--- src/rtl/pport_turn_pkg.sv ---
package pport_turn_pkg;

  typedef enum logic [2:0] {
    ST_FWD_IDLE = 3'd0,
    ST_DRV_OFF  = 3'd1,
    ST_REV_WAIT = 3'd2,
    ST_REV_IDLE = 3'd3,
    ST_REV_HELD = 3'd4,
    ST_FWD_WAIT = 3'd5
  } turnState_e;

  // Control-to-datapath strobes
  typedef struct packed {
    logic push;       // store current bus byte and tag
    logic driveOn;    // host drivers may be on
    logic dirRev;     // direction line asserted
    logic hostAckHi;  // host acknowledge high
    logic revMode;    // reverse transfer state
  } turnStrobe_t;

endpackage

--- src/rtl/pport_turn_ctrl.sv ---
module pport_turn_ctrl
  import pport_turn_pkg::*;
#(
  parameter int TURN_TIMEOUT = 64
) (
  input  logic        clk,
  input  logic        rstN,
  input  logic        reverseReq,
  input  logic        ackRevNSync,
  input  logic        dataValidNSync,
  input  logic        fifoFull,
  output turnStrobe_t strobes,
  output logic        turnErr
);

  localparam int CW = $clog2(TURN_TIMEOUT + 1);

  turnState_e state, stateNext;
  logic [CW-1:0] waitCnt;
  logic timedOut;
  logic errSet;

  assign timedOut = (waitCnt == CW'(TURN_TIMEOUT - 1));

  always_comb begin
    stateNext = state;
    unique case (state)
      ST_FWD_IDLE: if (reverseReq && !turnErr) stateNext = ST_DRV_OFF;
      ST_DRV_OFF:  stateNext = ST_REV_WAIT;
      ST_REV_WAIT: begin
        if (!ackRevNSync)  stateNext = ST_REV_IDLE;
        else if (timedOut) stateNext = ST_FWD_IDLE;
      end
      ST_REV_IDLE: begin
        if (!reverseReq)                      stateNext = ST_FWD_WAIT;
        else if (!dataValidNSync && !fifoFull) stateNext = ST_REV_HELD;
      end
      ST_REV_HELD: begin
        if (dataValidNSync) stateNext = reverseReq ? ST_REV_IDLE : ST_FWD_WAIT;
      end
      ST_FWD_WAIT: begin
        if (ackRevNSync || timedOut) stateNext = ST_FWD_IDLE;
      end
      default: stateNext = ST_FWD_IDLE;
    endcase
  end

  assign errSet = timedOut &&
                  (((state == ST_REV_WAIT) && ackRevNSync) ||
                   ((state == ST_FWD_WAIT) && !ackRevNSync));

  always_ff @(posedge clk) begin
    if (!rstN) begin
      state   <= ST_FWD_IDLE;
      waitCnt <= '0;
      turnErr <= 1'b0;
    end else begin
      state <= stateNext;
      if (stateNext != state)             waitCnt <= '0;
      else if (waitCnt != CW'(TURN_TIMEOUT)) waitCnt <= waitCnt + 1'b1;
      if (errSet)
        turnErr <= 1'b1;
      else if ((state == ST_FWD_IDLE) && !reverseReq)
        turnErr <= 1'b0;
    end
  end

  always_comb begin
    strobes.push      = (state == ST_REV_IDLE) && (stateNext == ST_REV_HELD);
    strobes.driveOn   = (state == ST_FWD_IDLE);
    strobes.dirRev    = (state == ST_REV_WAIT) || (state == ST_REV_IDLE) ||
                        (state == ST_REV_HELD);
    strobes.hostAckHi = (state == ST_REV_HELD) ||
                        ((state == ST_REV_IDLE) && fifoFull);
    strobes.revMode   = (state == ST_REV_IDLE) || (state == ST_REV_HELD);
  end

  // a raised error flag always coincides with forward idle
  a_r8_err_holds_forward: assert property (@(posedge clk) disable iff (!rstN)
    turnErr |-> (state == ST_FWD_IDLE));

  // one capture per handshake, never on consecutive cycles
  a_r4_single_push: assert property (@(posedge clk) disable iff (!rstN)
    strobes.push |=> !strobes.push);

endmodule

--- src/rtl/pport_turn_dpath.sv ---
module pport_turn_dpath
  import pport_turn_pkg::*;
#(
  parameter int FIFO_DEPTH  = 16,
  parameter int DATA_W      = 8,
  parameter int SYNC_STAGES = 2
) (
  input  logic              clk,
  input  logic              rstN,
  input  turnStrobe_t       strobes,
  input  logic              ackRevNIn,
  input  logic              dataValidNIn,
  input  logic              tagIn,
  input  logic [DATA_W-1:0] busIn,
  input  logic              rxPop,
  output logic              ackRevNSync,
  output logic              dataValidNSync,
  output logic              fifoFull,
  output logic              rxValid,
  output logic [DATA_W-1:0] rxData,
  output logic              rxTag,
  output logic              hostDataOe,
  output logic              dirReqN,
  output logic              hostAck,
  output logic              revActive
);

  localparam int AW = $clog2(FIFO_DEPTH);
  localparam int EW = DATA_W + 1;

  // Input synchronizer: bit 1 = ack-reverse, bit 0 = data valid
  logic [SYNC_STAGES-1:0][1:0] syncQ;

  for (genvar s = 0; s < SYNC_STAGES; s++) begin : g_sync
    if (s == 0) begin : g_first
      always_ff @(posedge clk) begin
        if (!rstN) syncQ[s] <= 2'b11;
        else       syncQ[s] <= {ackRevNIn, dataValidNIn};
      end
    end else begin : g_next
      always_ff @(posedge clk) begin
        if (!rstN) syncQ[s] <= 2'b11;
        else       syncQ[s] <= syncQ[s-1];
      end
    end
  end

  assign ackRevNSync    = syncQ[SYNC_STAGES-1][1];
  assign dataValidNSync = syncQ[SYNC_STAGES-1][0];

  // Receive FIFO
  logic [EW-1:0] mem [FIFO_DEPTH];
  logic [AW-1:0] wrPtr, rdPtr;
  logic [AW:0]   count;
  logic          popDo;

  assign fifoFull = (count == (AW+1)'(FIFO_DEPTH));
  assign rxValid  = (count != '0);
  assign popDo    = rxPop && rxValid;
  assign rxData   = mem[rdPtr][DATA_W-1:0];
  assign rxTag    = mem[rdPtr][DATA_W];

  always_ff @(posedge clk) begin
    if (strobes.push) mem[wrPtr] <= {tagIn, busIn};
  end

  always_ff @(posedge clk) begin
    if (!rstN) begin
      wrPtr <= '0;
      rdPtr <= '0;
      count <= '0;
    end else begin
      if (strobes.push)
        wrPtr <= (wrPtr == AW'(FIFO_DEPTH - 1)) ? '0 : wrPtr + 1'b1;
      if (popDo)
        rdPtr <= (rdPtr == AW'(FIFO_DEPTH - 1)) ? '0 : rdPtr + 1'b1;
      unique case ({strobes.push, popDo})
        2'b10:   count <= count + 1'b1;
        2'b01:   count <= count - 1'b1;
        default: count <= count;
      endcase
    end
  end

  // Registered pin outputs
  always_ff @(posedge clk) begin
    if (!rstN) begin
      hostDataOe <= 1'b1;
      dirReqN    <= 1'b1;
      hostAck    <= 1'b0;
      revActive  <= 1'b0;
    end else begin
      hostDataOe <= strobes.driveOn;
      dirReqN    <= !strobes.dirRev;
      hostAck    <= strobes.hostAckHi;
      revActive  <= strobes.revMode;
    end
  end

  // drivers are off whenever reverse is requested on the pin
  a_r2_no_drive_in_reverse: assert property (@(posedge clk) disable iff (!rstN)
    !dirReqN |-> !hostDataOe);

  // a capture never lands in a full FIFO
  a_r6_no_push_when_full: assert property (@(posedge clk) disable iff (!rstN)
    strobes.push |-> !fifoFull);

  // occupancy stays within depth
  a_r5_count_bound: assert property (@(posedge clk) disable iff (!rstN)
    count <= (AW+1)'(FIFO_DEPTH));

endmodule

--- src/rtl/pport_turnaround.sv ---
module pport_turnaround
  import pport_turn_pkg::*;
#(
  parameter int FIFO_DEPTH   = 16,
  parameter int SYNC_STAGES  = 2,
  parameter int TURN_TIMEOUT = 64
) (
  input  logic       clk,
  input  logic       rstN,
  input  logic       reverseReq,
  input  logic       ackRevN,
  input  logic       dataValidN,
  input  logic       periphTag,
  input  logic [7:0] busIn,
  input  logic       rxPop,
  output logic       hostDataOe,
  output logic       dirReqN,
  output logic       hostAck,
  output logic       revActive,
  output logic       turnErr,
  output logic       rxValid,
  output logic [7:0] rxData,
  output logic       rxTag
);

  turnStrobe_t strobes;
  logic ackRevNSync;
  logic dataValidNSync;
  logic fifoFull;

  pport_turn_ctrl #(
    .TURN_TIMEOUT(TURN_TIMEOUT)
  ) ctrl_i (
    .clk           (clk),
    .rstN          (rstN),
    .reverseReq    (reverseReq),
    .ackRevNSync   (ackRevNSync),
    .dataValidNSync(dataValidNSync),
    .fifoFull      (fifoFull),
    .strobes       (strobes),
    .turnErr       (turnErr)
  );

  pport_turn_dpath #(
    .FIFO_DEPTH (FIFO_DEPTH),
    .DATA_W     (8),
    .SYNC_STAGES(SYNC_STAGES)
  ) dpath_i (
    .clk           (clk),
    .rstN          (rstN),
    .strobes       (strobes),
    .ackRevNIn     (ackRevN),
    .dataValidNIn  (dataValidN),
    .tagIn         (periphTag),
    .busIn         (busIn),
    .rxPop         (rxPop),
    .ackRevNSync   (ackRevNSync),
    .dataValidNSync(dataValidNSync),
    .fifoFull      (fifoFull),
    .rxValid       (rxValid),
    .rxData        (rxData),
    .rxTag         (rxTag),
    .hostDataOe    (hostDataOe),
    .dirReqN       (dirReqN),
    .hostAck       (hostAck),
    .revActive     (revActive)
  );

  // drivers come back only once the peripheral has released the bus
  a_r7_oe_after_ack: assert property (@(posedge clk) disable iff (!rstN)
    ($rose(hostDataOe) && !turnErr) |-> ackRevNSync);

endmodule

--- config.mk ---
export PLATFORM = sky130hd
export DESIGN_NAME = pport_turnaround
export DESIGN_NICKNAME = d
export VERILOG_FILES = /design/src/rtl/pport_turn_pkg.sv /design/src/rtl/pport_turn_ctrl.sv /design/src/rtl/pport_turn_dpath.sv /design/src/rtl/pport_turnaround.sv
export SDC_FILE = /design/constraint.sdc
export NUM_CORES = 1
export LEC_CHECK = 0
export CAP_MARGIN = 20
export CELL_PAD_IN_SITES_DETAIL_PLACEMENT = 0
export CELL_PAD_IN_SITES_GLOBAL_PLACEMENT = 1
export CORE_ASPECT_RATIO = 1.5
export CORE_UTILIZATION = 35
export DETAILED_ROUTE_END_ITERATION = 16
export GPL_TIMING_DRIVEN = 0
export PLACE_DENSITY_LB_ADDON = 0.1
export SYNTH_ARGS = -nofsm -noshare
export SYNTH_HDL_FRONTEND = slang
export SYNTH_SLANG_ARGS = --single-unit
--- constraint.sdc ---
create_clock -name clk -period 3.92 [get_ports clk]
set_clock_uncertainty 0.1 [all_clocks]
set_input_delay 0.784 -clock clk [delete_from_list [all_inputs] [get_ports clk]]
set_output_delay 0.784 -clock clk [all_outputs]
set_load 0.01 [all_outputs]
==> results of run 1 <==
critical path, cell delays in order (launching register included):
cell	delay (ns)
dfxtp_1	0.62
clkbuf_2	0.40
mux4_1	0.39
mux4_2	0.52
clkdlybuf4s50_1	0.50
flip-flops by register name, summed over array words and instances (netlist names), 2 cells and up, named ones only:
signal and cells:
ctrl_i.state 3, ctrl_i.waitCnt 7, dpath_i.count 5, dpath_i.mem 144, dpath_i.rdPtr 4, dpath_i.syncQ 2, dpath_i.wrPtr 4
through the flow:
| step | setup TNS, ns | instance area [sq um] | utilization (%) |
|---|---|---|---|
| after CTS | 0 | 8856 | 42.04 |
| after global routing | 0 | 8886 | 42.19 |
| after global placement | -17.93 | 8165 | 38.76 |
| after detailed placement | -0.3456 | 8275 | 39.29 |
| after floorplan | 0 | 7540 | - |
| final | 0 | 8886 | 42.19 |
cell type report:
class	count	area, sq um	share of cell area (%)
Sequential cell	180	5045	56.77
Multi-Input combinational cell	219	2342	26.36
Clock buffer	18	429.2	4.830
Timing Repair Buffer	40	410.4	4.618
Tap cell	268	335.3	3.774
Clock inverter	14	151.4	1.704
Buffer	22	135.1	1.521
Inverter	10	37.54	0.4224
timing repair:
item / CTS / global route
endpoints found under the setup margin: 9 / 0
setup buffers: 0 / 0
gates resized for setup: 3 / 0
synthesized netlist by cell type, drive strengths merged, types with 9 or more instances:
master  instances  area [sq um]
nor2           24         90.09
nand2          21         81.33
a21oi           9         45.04
nand2b         10         62.56
mux4           45          1134
o21ai          10         50.05
ha             11         137.6
buf            15         103.8
edfxtp        144          4324
inv            10         37.53
nor3           12         60.06
dfxtp          36         720.7
worst max-delay path by stage:
| stage | start | to | slack, ns | cells past startpoint |
|---|---|---|---|---|
| 2_1_floorplan | reverseReq | dpath_i.count[4] | 0.91 | 12 |
| 3_3_place_gp | reverseReq | dpath_i.mem[0][1] | -0.53 | 5 |
| 3_5_place_dp | reverseReq | dpath_i.count[4] | -0.24 | 13 |
| 4_1_cts | flop | rxData[7] | 0.09 | 4 |
| 5_1_grt | reverseReq | dpath_i.count[4] | 0.0004 | 13 |
| 6_report | flop | rxData[7] | 0.18 | 4 |
layer usage:
metal | up-vias | GRT usage (%) | routed length [um]
li1 | 1844 | - | -
met1 | 2050 | 17.74 | 6297
met2 | 81 | 29.42 | 9421
met3 | 15 | 3.675 | 535
met4 | 0 | 5.481 | 251
met5 | - | 0 | 0
report_power, final:
| part | internal (mW) | total (mW) | switching [mW] |
|---|---|---|---|
| Sequential | 2.07 | 2.07 | 0.00654 |
| Clock | 0.947 | 1.68 | 0.736 |
| Combinational | 0.0483 | 0.121 | 0.0728 |
| Total | 3.06 | 3.88 | 0.815 |
kinds of logic (layout without fill, tap and decap cells):
logic type | count (synthesis) | in the layout | share of synthesized area (%)
flip-flops | 180 | 180 | 66.91
AND/OR/NAND/NOR | 99 | 99 | 7.219
AO/OA/AOI/OAI | 49 | 49 | 4.912
multiplexers | 49 | 49 | 15.57
buffers and inverters | 33 | 104 | 2.290
adder cells (fa/ha/maj) | 11 | 11 | 1.825
XOR/XNOR | 11 | 11 | 1.278
==> summary.md, run 1 <==
| Metric | Value |
|---|---|
| Status | `finished, final reports clean` |
| Max-slew headroom | `between 20% and 30%` |
| Leak | `between 2 and 3 nW` |
| Layout cell share with drive strength beyond 1 | `about 16%` |
| Tmin final | `roughly 3.7 ns` |
| CTS tree | `built` |
| Cell count after placement | `~740` |
| Die W | `approximately 120 um` |
| Seq/Total Area, Yosys | `around 67%` |
| Vias | `3,990` |
| Tot Pwr | `just under 4 mW` |
| Total Routing Usage GR | `16.02%` |
| Placer Congestion | `0.7458` |
| Most common cell after layout, fill and taps aside | `edfxtp_1` |
| Overflow after GRT | `0` |
| Final setup vio count | `0` |
| RSZ-0062 raised after global routing | `no` |
| Netlist cell types | `60` |
| VDD IR max | `approximately 0.28 mV` |
| # rows | `65` |
| Clk pin slew, worst setup/hold paths | `around 0.07 ns` |
| Syn Inst Count | `between 400 and 500` |
| Post-route insts no fill | `about 770` |
| Clock Sinks | `180` |
| H-tree depth | `4` |
| Fin crit share | `between 90% and 100%` |
| CP required | `3.04 ns` |
| First-pass GRT wire length | `approximately 25 mm` |
| Clock Tree Root | `clkbuf_16` |
| Worst slack at placement | `-0.2374 ns` |
| Avg Cell Area, Syn | `around 17 sq um` |
| IO Port Bufs | `29` |
| Layout area overhead | `17.86%` |
| Initial antenna violation count | `0` |
| Number of synthesized register bits | `180` |
| Reg2reg end | `dpath_i.count[4]` |
| Slew Limit Fails | `0` |
| Number of max-cap violations | `0` |
| Iter 0 DRT Violations | `311` |
| Worst Path Max Fanout | `10` |
| Setup slack after layout | `around 0.18 ns` |
| WHS Path Cells | `1` |
| Path depth of the worst reg2reg path | `13` |
| Setup Crit Path Kind | `reg -> out` |
| Total Routed Length | `16.51 mm` |
| Final Hold Fails | `0` |
| Fraction of registers with async set/reset | `0%` |
| Diode count | `0` |
| Worst path arrival time | `approximately 2.9 ns` |
| Fill count | `between 1,500 and 2,000` |
| WHS Endpoint | `dpath_i.ackRevNSync` |
| Clock Latency Late Sink | `0.43 ns` |
| Worst hold start | `dpath_i.syncQ[1]` |
| Most frequent cells in the layout | `edfxtp_1, dfxtp_1, mux4_1` |
| Power density cells | `between 400 and 500 nW/um^2` |
| Die height | `between 150 and 200 um` |
| Drt first pass iters | `4` |
| Min-Delay Path Class | `reg -> reg` |
| Tightest hold margin | `slightly above 0.3 ns` |
| Largest net degree at the start of global routing | `17` |
| Synth warnings | `0` |
| Max clock buf depth | `2` |
| Commonest register cell after synthesis | `edfxtp_1` |
| Number of global-route vias before repair | `around 4,000` |
| Worst setup EP type | `output pin` |
| Post-Syn Area | `7540 sq um` |
| Startpoint types | `flop` |
| Vias/cell | `5.175` |
| Slew @ Worst Pin | `~1.1 ns` |
| Routed Antenna Nets | `0` |
| CTS Hold Bufs | `0` |
| Number of synthesized flops with an enable pin | `144` |
| Post-synthesis net count | `roughly 460` |
| Dpl hpwl | `around 11 mm` |
| Final Net Count | `about 520` |
| R2r startpoint | `dpath_i.count[1]` |
| Die ar. | `22,150 sq um` |
| R2R setup slack | `between 0.7 and 0.8 ns` |
| # DRC | `0` |
| Starting Density | `a little over a third` |
| Core footprint | `21,060 sq um` |
| # IOs | `30` |
| Avg WL per Cell | `21.41 um` |
| TritonCTS Buffers | `17` |
| Max Freq | `between 0.2 and 0.3 GHz` |
Note: power is estimated with default switching activity, not from simulation.
==> run 2, diff against run 1 <==
Settings changed: CTS_CLUSTER_DIAMETER set to 150.
==> results of run 2 <==
No change in the layout: final DEF, timing and power equal those of run 1.
